**config.mk**
```make
export PLATFORM = sky130hd
export DESIGN_NAME = xfer_sequencer
export DESIGN_NICKNAME = d
export VERILOG_FILES = /design/src/rtl/xs_pkg.sv /design/src/rtl/xs_picker.sv /design/src/rtl/xs_route.sv /design/src/rtl/xs_ctrl.sv /design/src/rtl/xfer_sequencer.sv
export SDC_FILE = /design/constraint.sdc
export NUM_CORES = 1
export LEC_CHECK = 0
export CAP_MARGIN = 20
export CORE_AREA = 2 2 141 143
export CTS_BUF_LIST = sky130_fd_sc_hd__clkbuf_8
export DETAILED_ROUTE_END_ITERATION = 16
export DIE_AREA = 0 0 143 145
export PLACE_DENSITY = 0.59
export SETUP_SLACK_MARGIN = 0.4
export SYNTH_ARGS = -nofsm -noshare
export SYNTH_HDL_FRONTEND = slang
export SYNTH_SLANG_ARGS = --single-unit
export TNS_END_PERCENT = 30
```
**constraint.sdc**
```tcl
create_clock -name clk -period 5.4 [get_ports clk]
set_input_delay 1.08 -clock clk [delete_from_list [all_inputs] [get_ports clk]]
set_output_delay 1.08 -clock clk [all_outputs]
set_load 0.1 [all_outputs]
```
**src/rtl/xs_pkg.sv**
```systemverilog
// Shared types for the transfer sequencer.
// Assumes: one transfer in flight at a time.
package xs_pkg;
    typedef enum logic [1:0] {
        ST_IDLE = 2'd0,   // nothing selected
        ST_REQ  = 2'd1,   // channel latched, waiting for grant
        ST_PH1  = 2'd2,   // first (or only) phase
        ST_PH2  = 2'd3    // second phase of a receive unit
    } xs_state_e;

    localparam logic DIR_RX = 1'b0;
    localparam logic DIR_TX = 1'b1;
endpackage

```
**src/rtl/xs_picker.sv**
```systemverilog
// Fixed-priority channel picker.
// Key k = 2*p + d (d=1 transmit); the lowest set key wins.
// Assumes: eligibility vectors are already qualified by the top.
module xs_picker #(
    parameter int N  = 4,
    parameter int PW = (N > 1) ? $clog2(N) : 1
) (
    input  logic [N-1:0]  rx_elig,
    input  logic [N-1:0]  tx_elig,
    output logic          any_elig,
    output logic [PW-1:0] pick_idx,
    output logic          pick_dir
);
    localparam int K = 2 * N;

    logic [K-1:0] keys;

    // Interleave the two directions so that key order equals priority order.
    for (genvar p = 0; p < N; p++) begin : g_keys
        assign keys[2*p]   = rx_elig[p];
        assign keys[2*p+1] = tx_elig[p];
    end

    // Scan from the top down so that the lowest set key is left standing.
    always_comb begin
        pick_idx = '0;
        pick_dir = 1'b0;
        for (int k = K - 1; k >= 0; k--) begin
            if (keys[k]) begin
                pick_idx = PW'(k / 2);
                pick_dir = k[0];
            end
        end
    end

    assign any_elig = |keys;
endmodule

```
**src/rtl/xs_route.sv**
```systemverilog
// Address and size routing for the latched channel.
// Assumes: idx < N; packed per-peripheral fields at fixed strides.
module xs_route #(
    parameter int          N           = 4,
    parameter int          AW          = 32,
    parameter int          BAW         = 16,
    parameter int          PW          = (N > 1) ? $clog2(N) : 1,
    parameter logic [15:0] BR_BASE     = 16'h8000,
    parameter logic [15:0] BR_STRIDE   = 16'h0400,
    parameter logic [15:0] RX_HOLD_OFS = 16'h0018,
    parameter logic [15:0] TX_HOLD_OFS = 16'h001C
) (
    input  logic [PW-1:0]   idx,
    input  logic            dir,
    input  logic [2*N-1:0]  rx_size,
    input  logic [2*N-1:0]  tx_size,
    input  logic [N*AW-1:0] rx_ptr,
    input  logic [N*AW-1:0] tx_ptr,
    output logic [1:0]      unit_size,
    output logic [AW-1:0]   mem_addr,
    output logic [BAW-1:0]  per_addr
);
    logic [BAW-1:0] slot_base;

    // Pick the size field and pointer of the latched channel.
    always_comb begin
        unit_size = dir ? tx_size[2*idx +: 2] : rx_size[2*idx +: 2];
        mem_addr  = dir ? tx_ptr[AW*idx +: AW] : rx_ptr[AW*idx +: AW];
    end

    // Holding-register address of the peripheral slot.
    always_comb begin
        slot_base = BAW'(BR_BASE) + BAW'(idx) * BAW'(BR_STRIDE);
        per_addr  = slot_base + (dir ? BAW'(TX_HOLD_OFS) : BAW'(RX_HOLD_OFS));
    end
endmodule

```
**src/rtl/xs_ctrl.sv**
```systemverilog
// Phase controller: latch a pick, request, run one or two phases.
// Assumes: the arbiter keeps grant high while bus_req is high once granted.
module xs_ctrl
    import xs_pkg::*;
#(
    parameter int PW = 2
) (
    input  logic          clk,
    input  logic          rst_n,
    input  logic          any_elig,
    input  logic [PW-1:0] pick_idx,
    input  logic          pick_dir,
    input  logic          lat_elig,
    input  logic          grant,
    input  logic          bus_wait,
    output xs_state_e     state,
    output logic [PW-1:0] lat_idx,
    output logic          lat_dir,
    output logic          unit_done
);
    xs_state_e state_nx;

    // Completion: the last phase of the unit finishes without a stall.
    assign unit_done = !bus_wait &&
                       ((state == ST_PH1 && lat_dir == DIR_TX) || state == ST_PH2);

    // Next-state selection for the phase sequence.
    always_comb begin
        state_nx = state;
        case (state)
            ST_IDLE: if (any_elig) state_nx = ST_REQ;
            ST_REQ: begin
                if (!lat_elig)               state_nx = ST_IDLE;
                else if (grant && !bus_wait) state_nx = ST_PH1;
            end
            ST_PH1: if (!bus_wait) state_nx = (lat_dir == DIR_TX) ? ST_IDLE : ST_PH2;
            ST_PH2: if (!bus_wait) state_nx = ST_IDLE;
            default: state_nx = ST_IDLE;
        endcase
    end

    // State register.
    always_ff @(posedge clk) begin
        if (!rst_n) state <= ST_IDLE;
        else        state <= state_nx;
    end

    // Latch the winning channel once, when leaving idle.
    always_ff @(posedge clk) begin
        if (!rst_n) begin
            lat_idx <= '0;
            lat_dir <= 1'b0;
        end else if (state == ST_IDLE && any_elig) begin
            lat_idx <= pick_idx;
            lat_dir <= pick_dir;
        end
    end


    phase_entry_chk: assert property (@(posedge clk) disable iff (!rst_n)
        (state == ST_PH1 && $past(state) == ST_REQ) |-> ($past(grant) && !$past(bus_wait)));


    wait_hold_chk: assert property (@(posedge clk) disable iff (!rst_n)
        ((state == ST_PH1 || state == ST_PH2) && bus_wait)
            |=> (state == $past(state) && $stable(lat_idx) && $stable(lat_dir)));


    adv_pulse_chk: assert property (@(posedge clk) disable iff (!rst_n)
        unit_done |=> !unit_done);
endmodule

```
**src/rtl/xfer_sequencer.sv**
```systemverilog
// Top of the transfer sequencer: qualifies ready lines, picks a channel,
// runs its bus phases and emits the advance strobe.
// Assumes: single outstanding unit; grant held while requested.
module xfer_sequencer
    import xs_pkg::*;
#(
    parameter int          N           = 4,
    parameter int          AW          = 32,
    parameter int          BAW         = 16,
    parameter logic [15:0] BR_BASE     = 16'h8000,
    parameter logic [15:0] BR_STRIDE   = 16'h0400,
    parameter logic [15:0] RX_HOLD_OFS = 16'h0018,
    parameter logic [15:0] TX_HOLD_OFS = 16'h001C,
    localparam int         PW          = (N > 1) ? $clog2(N) : 1
) (
    input  logic            clk,
    input  logic            rst_n,
    input  logic [N-1:0]    rx_ready,
    input  logic [N-1:0]    tx_ready,
    input  logic [N-1:0]    rx_enable,
    input  logic [N-1:0]    tx_enable,
    input  logic [N-1:0]    rx_cnt_nz,
    input  logic [N-1:0]    tx_cnt_nz,
    input  logic [2*N-1:0]  rx_size,
    input  logic [2*N-1:0]  tx_size,
    input  logic [N*AW-1:0] rx_ptr,
    input  logic [N*AW-1:0] tx_ptr,
    input  logic            grant,
    input  logic            bus_wait,
    output logic            bus_req,
    output logic            mst_oe,
    output logic            mst_active,
    output logic            mst_write,
    output logic [AW-1:0]   mst_addr,
    output logic [1:0]      mst_size,
    output logic            mem_from_bridge,
    output logic            br_sel,
    output logic            br_write,
    output logic [BAW-1:0]  br_addr,
    output logic [1:0]      br_size,
    output logic            adv_strobe,
    output logic [PW-1:0]   adv_chan,
    output logic            adv_dir
);
    logic [N-1:0]   rx_elig, tx_elig;
    logic           any_elig, pick_dir, lat_dir, lat_elig, unit_done;
    logic [PW-1:0]  pick_idx, lat_idx;
    xs_state_e      state;
    logic [1:0]     unit_size;
    logic [AW-1:0]  mem_addr;
    logic [BAW-1:0] per_addr;
    logic           ph1, ph2;

    assign rx_elig  = rx_ready & rx_enable & rx_cnt_nz;
    assign tx_elig  = tx_ready & tx_enable & tx_cnt_nz;
    assign lat_elig = lat_dir ? tx_elig[lat_idx] : rx_elig[lat_idx];

    xs_picker #(.N(N), .PW(PW)) picker_i (
        .rx_elig (rx_elig),
        .tx_elig (tx_elig),
        .any_elig(any_elig),
        .pick_idx(pick_idx),
        .pick_dir(pick_dir)
    );

    xs_ctrl #(.PW(PW)) ctrl_i (
        .clk      (clk),
        .rst_n    (rst_n),
        .any_elig (any_elig),
        .pick_idx (pick_idx),
        .pick_dir (pick_dir),
        .lat_elig (lat_elig),
        .grant    (grant),
        .bus_wait (bus_wait),
        .state    (state),
        .lat_idx  (lat_idx),
        .lat_dir  (lat_dir),
        .unit_done(unit_done)
    );

    xs_route #(
        .N(N), .AW(AW), .BAW(BAW), .PW(PW),
        .BR_BASE(BR_BASE), .BR_STRIDE(BR_STRIDE),
        .RX_HOLD_OFS(RX_HOLD_OFS), .TX_HOLD_OFS(TX_HOLD_OFS)
    ) route_i (
        .idx      (lat_idx),
        .dir      (lat_dir),
        .rx_size  (rx_size),
        .tx_size  (tx_size),
        .rx_ptr   (rx_ptr),
        .tx_ptr   (tx_ptr),
        .unit_size(unit_size),
        .mem_addr (mem_addr),
        .per_addr (per_addr)
    );

    assign ph1 = (state == ST_PH1);
    assign ph2 = (state == ST_PH2);

    // Phase decode: receive = bridge read then memory write; transmit = both at once.
    always_comb begin
        bus_req         = (state != ST_IDLE);
        mst_oe          = ph1 || ph2;
        br_sel          = ph1;
        br_write        = ph1 && (lat_dir == DIR_TX);
        mst_active      = (ph1 && lat_dir == DIR_TX) || ph2;
        mst_write       = ph2;
        mem_from_bridge = ph2;
        mst_addr        = mst_active ? mem_addr  : '0;
        mst_size        = mst_active ? unit_size : 2'd0;
        br_addr         = br_sel     ? per_addr  : '0;
        br_size         = br_sel     ? unit_size : 2'd0;
        adv_strobe      = unit_done;
        adv_chan        = unit_done ? lat_idx : '0;
        adv_dir         = unit_done && lat_dir;
    end


    oe_grant_chk: assert property (@(posedge clk) disable iff (!rst_n)
        mst_oe |-> grant);


    rx_order_chk: assert property (@(posedge clk) disable iff (!rst_n)
        (mem_from_bridge && !$past(mem_from_bridge)) |-> $past(br_sel && !br_write));


    tx_shape_chk: assert property (@(posedge clk) disable iff (!rst_n)
        (br_sel && br_write) |-> (mst_active && !mst_write && !mem_from_bridge));


    reset_quiet_chk: assert property (@(posedge clk)
        !$past(rst_n) |-> (!bus_req && !mst_oe && !br_sel && !adv_strobe));
endmodule

```
==> results.md, run 1 <==
Run status:
- The run finished with clean final reports.

Clock tree:
- The number of H-tree levels is 1.
- Clock tree synthesis selected as its root buffer the cell sky130_fd_sc_hd__clkbuf_8.
- The maximum clock insertion buffer count is 2.
- The number of buffers created by CTS is 3.
- Once the clock tree was built, the setup fixing pass inserted 0 buffers.
- The number of cells upsized or downsized after cts is 0.
- The tree built by TritonCTS fans out to 5 sinks.
- The CTS tree is done.
- For this design, the CTS-stage hold fixing added 0 buffers.
- The clock latency reported for the late side of the worst-skew pair is 0.22 ns.
- Clock-pin slew was measured on the worst setup and hold paths at 0.03 ns.

Timing:
- The transition at the pin with the smallest max-transition slack is 1.00 ns.
- Measured against its own limit, the worst slew margin works out to 0.329.
- The number of slew-limit violations in the final report was 0.
- Setup repair after global routing left no endpoint under its margin.
- Static timing analysis puts the maximum clock frequency at 0.231 GHz.
- Setup violations remaining at the end of the flow were counted as 0.
- For the final database, setup skew stands at 0.000496 ns.
- The final hold violation count is 0.
- The summed negative setup slack over all endpoints is 0 ns.
- The post-route minimum period is about 4.3 ns.
- Of the available clock period, the critical path in the final layout requires 0.801.

Worst setup path:
- The category of the worst setup path capture point is an output pin.
- Traced cell by cell, the critical path runs through clkdlybuf4s50_1, mux4_2, mux2i_1, nor2_1, clkdlybuf4s50_1.
- The data required time at the worst endpoint is around 4.3 ns.
- Along the worst path, the maximum fanout reaches 1.
- On the worst path, the slowest cell contributes a delay of 0.99 ns.
- The worst register-to-register path begins at ctrl_i.lat_idx[0].
- Data arrives at the worst endpoint at 3.25 ns.
- The kind of launch point of the worst setup path is an input port.
- The slowest cell on the critical path is sky130_fd_sc_hd__clkdlybuf4s50_1.
- The sum of buffers and inverters on the critical path is 2.
- The reg-to-reg endpoint is ctrl_i.state[1].
- The setup check on the worst reg-to-reg path leaves a slack of 3.32 ns.
- The cell type with the highest occurrence count on the critical path is sky130_fd_sc_hd__clkdlybuf4s50_1.
- Measured in cells, the most critical reg-to-reg path has a length of 4.
- The worst setup path is of the input port to output pin kind.
- The cell family contributing the most delay on the critical path is buffers and inverters.

Yosys:
- The cell area after synthesis is roughly 2800 um^2.
- Among all flip-flop cells after synthesis, the most frequent one is sky130_fd_sc_hd__dfxtp_1.
- Ranked by total cell area, the synthesized netlist is headed by sky130_fd_sc_hd__mux4_2 56%, sky130_fd_sc_hd__mux2i_1 13%, sky130_fd_sc_hd__nor2_1 5.7%, sky130_fd_sc_hd__buf_4 4.3%, sky130_fd_sc_hd__dfxtp_1 3.6%.
- The cell with the most instances after synthesis is sky130_fd_sc_hd__mux4_2.
- Sorting the synthesized cells by how often they occur yields 69 x sky130_fd_sc_hd__mux4_2, 42 x sky130_fd_sc_hd__nor2_1, 35 x sky130_fd_sc_hd__mux2i_1, 16 x sky130_fd_sc_hd__buf_4, 12 x sky130_fd_sc_hd__buf_2.
- In the synthesized netlist the async set-or-reset flop fraction comes to 0.
- The netlist uses 34 different library cells.
- Yosys printed 0 warnings.
- The count of state elements after synthesis is 5.
- The synthesized design spends more area on one cell type than any other, namely sky130_fd_sc_hd__mux4_2.
- The post-synthesis cell count is 244.
- The number of flops mapped to enable cells by yosys is 0.
- The synthesized area per cell is ~11 um^2.
- The share of synthesized area in the top cell type comes to 0.560.
- The sequential share of the synthesized area is 0.0361.

Min path:
- The worst hold path was traced through 2 stages.
- The sink of the worst hold path is ctrl_i.state[0].
- The worst hold path class is register to register.
- In this run the most critical hold path is launched from ctrl_i.state[0].

Route:
- The DRC violation count after routing is 0.
- After detailed routing, the number of vias per cell comes to about 4.3.
- The final route contains 3,594 vias.
- The length of the first detailed-routing pass in iterations is 4.
- The routed design has 15,600 um of wire.
- The mean routed wirelength per cell is 18.6 um.
- The number of nets with antenna violations after detailed routing is 0.
- For this block, the initial DRC count from the detailed router was 159.

Pwr:
- The worst supply voltage drop on vdd is between 0.08 and 0.09 mV.
- The leakage power of the design is approximately 2.2 nW.
- Power spread over the standard cell area amounts to 104 nW/um^2.

Finish:
- In the final layout, the share of cells above drive strength 1 is 0.160.
- At the end of the flow the core is filled with cells to 0.338.
- The layout has ~1.9k filler cells.
- At the end of the flow, the number of nets in the layout was 875.
- In the final layout, the multi-input gates occupy between 2000 and 2500 um^2.
- Compared with the post-synthesis result, the final layout area differs by 134%.
- The number of antenna diodes in the final layout is 0.
- The footprint of the flip-flops and latches is 109 um^2.
- After routing the design area is 6490 um^2.

Floorplanning:
- In this run the core area contains roughly 50 standard-cell rows.
- The die boundary height is 145 um.
- The core footprint is between 15,000 and 20,000 um^2.
- The boundary pin count is roughly 360.
- The overall die area is 20,700 um^2.
- The floorplan die width is 143 um.
- The starting density of the core is 0.144.

Global route:
- The first-pass GRT wire length is 22,400 um.
- After global routing the overflow that remains totals 0.
- The number of antenna violations at the first check in global routing was 0.
- The via count of the first global-routing pass is ~3.9k.
- The largest net degree at the start of global routing is 67.
- The overall routing resource usage is 0.140.

Placement:
- The count of buffers added on input and output ports is 352.
- Detailed placement finished with a half-perimeter wire length of between 10,000 and 15,000 um.
- The routability congestion estimate is ~0.88.
- The area of placed instances is approximately 6400 um^2.

Run:
- Across the run, the number of max-cap violations was 0.
[worst max path at each step]
stage / startpoint / slack, ns / end / depth (start not counted)
final: rx_ptr[94] / 1.07 / mst_addr[30] / 5
after global routing: rx_ptr[94] / 0.98 / mst_addr[30] / 5
after CTS: rx_ptr[94] / 1.02 / mst_addr[30] / 5
after detailed placement: rx_ptr[94] / 1.03 / mst_addr[30] / 5
after global placement: rx_ptr[94] / 1.08 / mst_addr[30] / 5
after floorplan: bus_wait / 1.02 / adv_chan[0] / 2
[registers in the layout, summed over array words and instances (netlist names)]
name	flops
ctrl_i.lat_idx	2
ctrl_i.state	2
ctrl_i.lat_dir	1
[worst register-to-register path: cells and delay by family (launching register included)]
family / cells / cell delay (ns)
compound gates: 3 / 0.79
simple gates: 1 / 0.25
flops: 1 / 0.93
[routing by layer]
layer	up-vias	track usage	wire, um
li1	1636	-	-
met1	1721	0.152	5450
met2	227	0.278	8540
met3	10	0.0271	1430
met4	0	0.0208	153
met5	-	0	0
[placed cells by master (no fill, tap or decap), types with 2 or more instances in the layout]
master and count:
sky130_fd_sc_hd__clkdlybuf4s50_1 347, sky130_fd_sc_hd__mux4_2 69, sky130_fd_sc_hd__nor2_1 42, sky130_fd_sc_hd__mux2i_1 35, sky130_fd_sc_hd__conb_1 10, sky130_fd_sc_hd__buf_4 10
sky130_fd_sc_hd__and2_1 7, sky130_fd_sc_hd__nand3_1 6, sky130_fd_sc_hd__o21ai_0 5, sky130_fd_sc_hd__and3_1 4, sky130_fd_sc_hd__inv_1 3, sky130_fd_sc_hd__clkbuf_8 3
sky130_fd_sc_hd__nand3_2 2, sky130_fd_sc_hd__a31oi_1 2, sky130_fd_sc_hd__nand2_1 2, sky130_fd_sc_hd__nor3b_1 2, sky130_fd_sc_hd__nand4_1 2, sky130_fd_sc_hd__a21oi_1 2
sky130_fd_sc_hd__nor2b_1 2, sky130_fd_sc_hd__dfxtp_4 2, sky130_fd_sc_hd__dfxtp_1 2
[report_power, final]
part / total [mW] / switching, mW / internal [mW]
sequential: 0.0786 / 0.0375 / 0.0411
combinational: 0.529 / 0.176 / 0.353
clock: 0.0667 / 0.0180 / 0.0487
[cell type report]
class | count | share of cell area
clock buffers | 3 | 0.00636
repair buffers | 358 | 0.550
flip-flops and latches | 5 | 0.0168
clock inverters | 1 | 0.000578
inverters | 2 | 0.00116
well taps | 265 | 0.0511
multi-input cells | 205 | 0.375
[kinds of logic after synthesis]
kind of cell | count (synthesis) | synth area share
and+or+nand+nor | 75 | 0.134
other | 1 | 0.00135
DFF | 5 | 0.0361
buffers and inverters | 43 | 0.102
AOI/OAI and AO/OA | 16 | 0.0397
muxes | 104 | 0.687
[through the flow]
stage / setup WS [ns] / power, mW / hold slack [ns] / std cells
floorplan: 1.02 / 0.353 / 0.528 / 253
global placement: 1.08 / 0.605 / 0.583 / 835
detailed placement: 1.03 / 0.612 / 0.599 / 835
CTS: 1.02 / 0.683 / 0.604 / 839
global route: 0.977 / 0.716 / 0.645 / 839
finish: 1.07 / 0.675 / 0.598 / 839
Note: power is estimated with default switching activity, not from simulation.
==> run 2: changes to the inputs <==
--- a/config.mk
+++ b/config.mk
@@ -6,11 +6,11 @@
 export NUM_CORES = 1
 export LEC_CHECK = 0
 export CAP_MARGIN = 20
-export CORE_AREA = 2 2 141 143
+export CORE_AREA = 2 2 140 142
 export CTS_BUF_LIST = sky130_fd_sc_hd__clkbuf_8
 export DETAILED_ROUTE_END_ITERATION = 16
-export DIE_AREA = 0 0 143 145
-export PLACE_DENSITY = 0.59
+export DIE_AREA = 0 0 142 144
+export PLACE_DENSITY = 0.62
 export SETUP_SLACK_MARGIN = 0.4
 export SYNTH_ARGS = -nofsm -noshare
 export SYNTH_HDL_FRONTEND = slang
==> constraint.sdc (replaced) <==
create_clock -name clk -period 3.85 [get_ports clk]
set_input_delay 0.77 -clock clk [delete_from_list [all_inputs] [get_ports clk]]
set_output_delay 0.77 -clock clk [all_outputs]
set_load 0.1 [all_outputs]
==> run 2 against run 1 <==
Final cell count down 3.3%; largest cell class unchanged; die area shrank 1.4%; clock skew hardly changed; sequential cell count did not move; total power increased by 41%; cell area shrank 1.8%; combinational power increased by 44%; non-clock buffer count shrank 1.
==> results.md, run 2 (synthesized netlist as in run 1, its figures left out) <==
Run status:
- The flow ran to the end, and the final reports show no timing, DRC or antenna violations.

Global route:
- The overall routing resource usage is 0.126 (-0.0139).
- The first-pass GRT wire length came to 19,900 um (-11%).
- The largest net degree at the start of global routing was 41 (-39%).
- The number of antenna violations at the first check in global routing was 0 (unchanged).
- The via count of the first global-routing pass is 3,736 (-5.0%).
- The global route total overflow came to 0 (unchanged).

Timing:
- The final worst clock skew is 0.000819 ns (+0.000323 ns).
- The final-report setup violation count was 0 (unchanged).
- The number of slew-limit violations in the final report was 0 (unchanged).
- The tightest slew margin relative to the limit is 0.348 (+0.0191).
- Setup repair after global routing left no endpoint under its margin.
- Of the available clock period, the critical path in the final layout requires 0.763.
- The final worst hold slack is 0.622 ns (+0.0241 ns).
- The summed negative setup slack over all endpoints is 0 ns (unchanged).
- The final hold violation count is 0 (unchanged).
- The maximum clock rate is 0.340 GHz.
- The setup slack of the critical path after layout came to 0.913 ns (-0.161 ns).
- The worst path in the final design needs a cycle of around 3 ns, including I/O delays and setup.
- The transition at the pin with the smallest max-transition slack is 0.975 ns (-0.0285 ns).

Worst setup path:
- The category of the worst setup path capture point is an output pin.
- The maximum net fanout on the critical path is 1 (unchanged).
- The critical path is of the input port to output pin type.
- The critical path data arrival time is 2.17 ns (-1.08 ns).
- STA classifies the critical path startpoint as an input port.
- The data required time at the worst endpoint is 3.08 ns (-1.24 ns).

Pwr:
- The fraction of power consumed by sequential logic was 0.098 (-0.018).
- The power density of the placed cells is 149 nW/um^2 (+43%).
- The switching fraction of total power came to 0.342 (-0.00213).
- The worst supply voltage drop on vdd came to 0.127 mV (+52%).
- The internal power consumption was 625 uW (+41%).
- The part of the total power dissipated in the clock network is 0.099 (about the same).
- The leakage power of the design is 2.28 nW (+4.6%).
- The part of the total power dissipated in combinational logic is 0.803 (+0.018).
- The switching power came to 324 uW (+40%).

Floorplanning:
- The floorplan die width is 142 um (-0.70%).
- The core footprint is 19,100 um^2 (-0.66%).
- The overall die area is 20,400 um^2 (-1.4%).
- The boundary pin count was 363 (unchanged).
- The starting density of the core is 0.145 (+0.000966).
- The floorplan row count is 51 (unchanged).
- The die boundary height is 144 um (-0.69%).

Placement:
- The pre-CTS worst setup slack is 0.889 ns (-0.138 ns).
- The count of input and output buffers is 352 (unchanged).
- The routability congestion estimate is 0.797 (-9.1%).
- The post-DP HPWL came to 12,500 um (-6.0%).
- The placed cell count is 807 (-3.4%).
- The area of placed instances was 6330 um^2 (-1.8%).

Clock tree:
- The total number of clock tree sinks is 5 (unchanged).
- The number of hold buffers added after cts was 0 (unchanged).
- The clock latency reported for the late side of the worst-skew pair is 0.22 ns (about the same).
- The number of buffers created by CTS is 3 (unchanged).
- The number of cells upsized or downsized after cts was 0 (unchanged).
- The clock input transition at the sequential cells of the worst setup and hold paths was 0.03 ns (about the same).
- TritonCTS built the clock tree.
- In this run the clock root is driven by a sky130_fd_sc_hd__clkbuf_8.
- The number of H-tree levels was 1 (unchanged).
- The post-CTS setup buffer count was 0 (unchanged).
- The maximum clock insertion buffer count is 2 (unchanged).

Route:
- The via count was 3,581 (-0.36%).
- The final wirelength is 14,600 um (-6.4%).
- The violation count after the first detailed-routing iteration was 115 (-28%).
- The DRC violation count after routing is 0 (unchanged).
- The length of the first detailed-routing pass in iterations is 4 (unchanged).
- The number of vias per cell came to 4.42 (+3.1%).
- The number of nets with antenna violations after detailed routing came to 0 (unchanged).
- The mean routed wirelength per cell is 18.0 um (-3.2%).

Min path:
- The tightest min-delay check is of the register to register type.

Finish:
- The final net count is 874 (-0.11%).
- The final non-filler cell area came to 6370 um^2 (-1.8%).
- The largest registers in the layout are ctrl_i.lat_idx (2), ctrl_i.state (2), ctrl_i.lat_dir (1).
- The fraction of layout instances using a drive strength above 1 is 0.243 (+0.0823).
- The count of placed standard cells in the final layout, fillers left out is 811 (-3.3%).
- The synthesis-to-layout area growth is 130%.
- The top cell types in the final layout, fill and taps aside, are 300 x sky130_fd_sc_hd__clkdlybuf4s50_1, 69 x sky130_fd_sc_hd__mux4_2, 53 x sky130_fd_sc_hd__buf_4.
- The antenna diode instance count is 0 (unchanged).
- Leaving out fill and tap cells, the most frequent cell in the layout is sky130_fd_sc_hd__clkdlybuf4s50_1.

Run:
- The max-capacitance violation count came to 0 (unchanged).
==> run 2: changes by cell type in the layout (fill, tap and decap cells not counted), sizes merged <==
cell,delta
clkdlybuf4s50,-47
buf,+46
==> run 2: worst paths after layout <==
check,to,startpoint,cells past startpoint,slack (ns)
min reg2reg,ctrl_i.state[0],ctrl_i.state[0],2,0.62
min,ctrl_i.state[0],ctrl_i.state[0],2,0.62
max reg2reg,ctrl_i.state[1],ctrl_i.lat_idx[0],5,1.76
max,mst_addr[25],rx_ptr[25],5,0.91
==> run 2: area by class of cell <==
type                    instances  area [um^2]
clock buffers                   3         41.3
well taps                     238          298
clock inverters                 1         3.75
fillers                      1885        12700
repair buffers                357         3480
multi-input cells             205         2430
flip-flops and latches          5          109
inverters                       2         7.51
==> run 2: worst max-delay path, cell delays in order <==
cell,delay (ns)
sky130_fd_sc_hd__clkdlybuf4s50_1,0.42
sky130_fd_sc_hd__mux4_2,0.46
sky130_fd_sc_hd__mux2i_1,0.18
sky130_fd_sc_hd__nor2_1,0.07
sky130_fd_sc_hd__buf_4,0.27
==> run 2: through the flow <==
step | total power, mW | util
after global routing | 1.01 | 0.334
after detailed placement | 0.866 | 0.332
after CTS | 0.964 | 0.334
after global placement | 0.852 | 0.332
final | 0.949 | 0.334
after floorplan | 0.495 | -
==> run 2: per-layer routing <==
layer  track usage  vias up  wire length (um)
met4        0.0279        0               286
met5             0        -                 0
li1              -     1633                 -
met3        0.0209       16              1070
met2         0.258      220              8210
met1         0.133     1712              5010
==> run 2: power by group through the flow <==
stage | Clock [mW] | Combinational, mW | Sequential [mW]
6_report | 0.0941 | 0.762 | 0.0929
2_1_floorplan | 0 | 0.432 | 0.0621
3_5_place_dp | 0 | 0.772 | 0.0946
5_1_grt | 0.101 | 0.813 | 0.0951
4_1_cts | 0.0960 | 0.774 | 0.0941
3_3_place_gp | 0 | 0.760 | 0.0929
==> run 3: changes to the inputs <==
==> constraint.sdc (replaced) <==
create_clock -name clk -period 2.6 [get_ports clk]
set_input_delay 0.52 -clock clk [delete_from_list [all_inputs] [get_ports clk]]
set_output_delay 0.52 -clock clk [all_outputs]
set_load 0.1 [all_outputs]
==> run 3 against run 2 <==
Register-to-register slack lost 0.87 ns; critical path type unchanged; sequential share of layout area shrank 0.27 points; first-iteration DRC count shrank 36%; final cell count grew 3.0%; critical endpoint is now mst_addr[14]; largest cell class unchanged; worst hold slack lost 0.056 ns; sequential power grew 25%; clock power grew 50%; largest power group unchanged; critical path depth is the same; highest routed layer unchanged; core utilization grew 7.7 points; die area is the same; sequential cell count is the same; total power grew 85%.
==> results.md, run 3 (synthesized netlist as in run 1, its figures left out) <==
Pwr:
- The leakage power of the design is 2.77 nW (+22%).
- The final total power was 1.76 mW (+85%).
- The worst supply voltage drop on vdd is 0.122 mV (-3.5%).
- The power density of the placed cells came to 224 nW/um^2 (+51%).

Clock tree:
- The maximum clock insertion buffer count is 2 (unchanged).
- The clock input transition at the sequential cells of the worst setup and hold paths is 0.04 ns (about the same).
- The number of buffers created by CTS is 3 (unchanged).
- The CTS tree is done.
- The total number of clock tree sinks is 5 (unchanged).
- Clock tree synthesis selected as its root buffer the cell sky130_fd_sc_hd__clkbuf_8.
- The clock latency reported for the late side of the worst-skew pair is 0.22 ns (about the same).
- The number of H-tree levels is 1 (unchanged).

Route:
- The DRC violation count after routing came to 0 (unchanged).
- The violation count after the first detailed-routing iteration is 74 (-36%).
- The mean routed wirelength per cell was 19.9 um (+11%).
- The number of vias per cell is 4.46 (+0.90%).
- The via count is 3,720 (+3.9%).
- The number of nets with antenna violations after detailed routing came to 0 (unchanged).
- The length of the first detailed-routing pass in iterations was 4 (unchanged).
- The final wirelength is 16,600 um (+14%).

Finish:
- Leaving out fill and tap cells, the most frequent cell in the layout is sky130_fd_sc_hd__clkdlybuf4s50_1.
- The count of placed standard cells in the final layout, fillers left out is 835 (+3.0%).
- The largest registers in the layout are ctrl_i.lat_idx (2), ctrl_i.state (2), ctrl_i.lat_dir (1).
- In the layout the commonest cells are 257 x sky130_fd_sc_hd__clkdlybuf4s50_1, 69 x sky130_fd_sc_hd__mux4_2, 54 x sky130_fd_sc_hd__buf_12.
- The final net count is 898 (+2.7%).
- The post-route core utilization is 0.411 (+0.0771).
- The fraction of layout instances using a drive strength above 1 is 0.395 (+0.153).
- The antenna diode instance count is 0 (unchanged).
- The synthesis-to-layout area growth is 183%.

Floorplanning:
- The boundary pin count is 363 (unchanged).
- The overall die area is 20,400 um^2 (unchanged).
- The floorplan die width is 142 um (unchanged).
- The core footprint is 19,100 um^2 (unchanged).
- The floorplan row count is 51 (unchanged).
- The starting density of the core came to 0.145 (unchanged).
- The die boundary height is 144 um (unchanged).

Worst setup path:
- The cell type group with the largest total delay on the critical path is multiplexers.
- The kind of launch point of the worst setup path is an input port.
- The path type of the worst setup path is input port to output pin.
- Traced cell by cell, the critical path runs through clkdlybuf4s50_1, mux4_2, mux2i_2, nor2_4, buf_12.
- The sum of buffers and inverters on the critical path is 2 (unchanged).
- The category of the worst setup path capture point is an output pin.
- The critical path data arrival time is 1.89 ns (-0.28 ns).
- The delay contributed by the slowest stage of the critical path is 0.49 ns (+0.03 ns).
- The data required time at the worst endpoint is 2.08 ns (-1.00 ns).
- The slowest cell on the critical path is sky130_fd_sc_hd__mux4_2.
- The maximum net fanout on the critical path was 1 (unchanged).

Timing:
- The final worst hold slack is 0.566 ns (-0.0561 ns).
- The maximum clock rate is 0.415 GHz.
- The summed negative setup slack over all endpoints is 0 ns (unchanged).
- The final worst clock skew is 0.000639 ns (-0.000179 ns).
- The final hold violation count is 0 (unchanged).
- The final-report setup violation count is 0 (unchanged).
- The number of slew-limit violations in the final report was 0 (unchanged).
- The routed design could run at a clock period as short as 2.41 ns.
- Setup repair after global routing could not meet its margin everywhere.
- The post-route clock period utilization is 0.926.

Placement:
- The placed cell count is 820 (+1.6%).
- The routability congestion estimate is 0.795 (-0.25%).
- The count of input and output buffers is 352 (unchanged).
- The post-DP HPWL is 13,400 um (+7.8%).

Global route:
- The first-pass GRT wire length was 22,900 um (+15%).
- The overall routing resource usage is 0.145 (+0.0191).
- The number of antenna violations at the first check in global routing is 0 (unchanged).
- The largest net degree at the start of global routing is 76 (+85%).
- The via count of the first global-routing pass is 4,048 (+8.4%).
- The global route total overflow is 0 (unchanged).

Run:
- The max-capacitance violation count is 0 (unchanged).

Run status:
- The flow ran to the end, and the final reports show no timing, DRC or antenna violations.

Min path:
- In this run the worst hold path is classified as register to register.
run 3: cell count changes in the layout (fill, tap and decap cells not counted), moves of 22 or more:
cell and change:
sky130_fd_sc_hd__clkdlybuf4s50_1 -43, sky130_fd_sc_hd__dlygate4sd2_1 +29, sky130_fd_sc_hd__buf_12 +50, sky130_fd_sc_hd__nor2_1 -36
sky130_fd_sc_hd__buf_4 -35, sky130_fd_sc_hd__mux2i_4 +22, sky130_fd_sc_hd__mux2i_1 -28, sky130_fd_sc_hd__nor2_4 +31
run 3: through the flow:
step                area (um^2)  setup WS, ns
floorplan                  3100         0.224
global placement           7290        0.0831
detailed placement         7290        0.0594
CTS                        7520         0.166
global route               7850         0.158
finish                     7850         0.192
run 3: what timing repair did:
item,in CTS,in global routing
resized for setup,59,45
endpoints found under the hold margin,0,0
cloned,0,2
setup buffers,5,4
setup endpoints to repair,41,38
pin swaps,4,3
hold buffers,0,0
run 3: tightest hold or removal path, stage by stage, from the launching register on:
cell	delay [ns]
sky130_fd_sc_hd__dfxtp_2	0.35
sky130_fd_sc_hd__o211ai_1	0.09
sky130_fd_sc_hd__o21ai_1	0.07
run 3: routing by layer:
metal	vias to the layer above	part of all wire	track usage
met4	0	0.0071	0.0189
met5	-	0	0
met1	1808	0.37	0.162
met2	212	0.55	0.287
li1	1687	-	-
met3	13	0.077	0.0315
run 3: final cells by class:
type / count / area (um^2)
multi-input cells: 205 / 2990
clock inverters: 1 / 3.75
fillers: 1774 / 11200
clock buffers: 3 / 41.3
well taps: 238 / 298
flip-flops and latches: 5 / 113
inverters: 2 / 15.0
repair buffers: 381 / 4380
run 3: power breakdown:
group          switching, mW  internal, mW  leakage, nW  total [mW]
Sequential            0.0299        0.0858       0.0434       0.116
Clock                 0.0394         0.101       0.0269       0.141
Combinational          0.587         0.915         2.70        1.50
run 3: path summary, 6_finish.rpt:
kind	startpoint	cells past startpoint	to	slack, ns
setup reg to reg	ctrl_i.lat_idx[0]	5	ctrl_i.state[1]	0.89
setup / recovery	tx_ptr[46]	5	mst_addr[14]	0.19
hold / removal	ctrl_i.state[0]	2	ctrl_i.state[0]	0.57
hold reg to reg	ctrl_i.state[0]	2	ctrl_i.state[0]	0.57
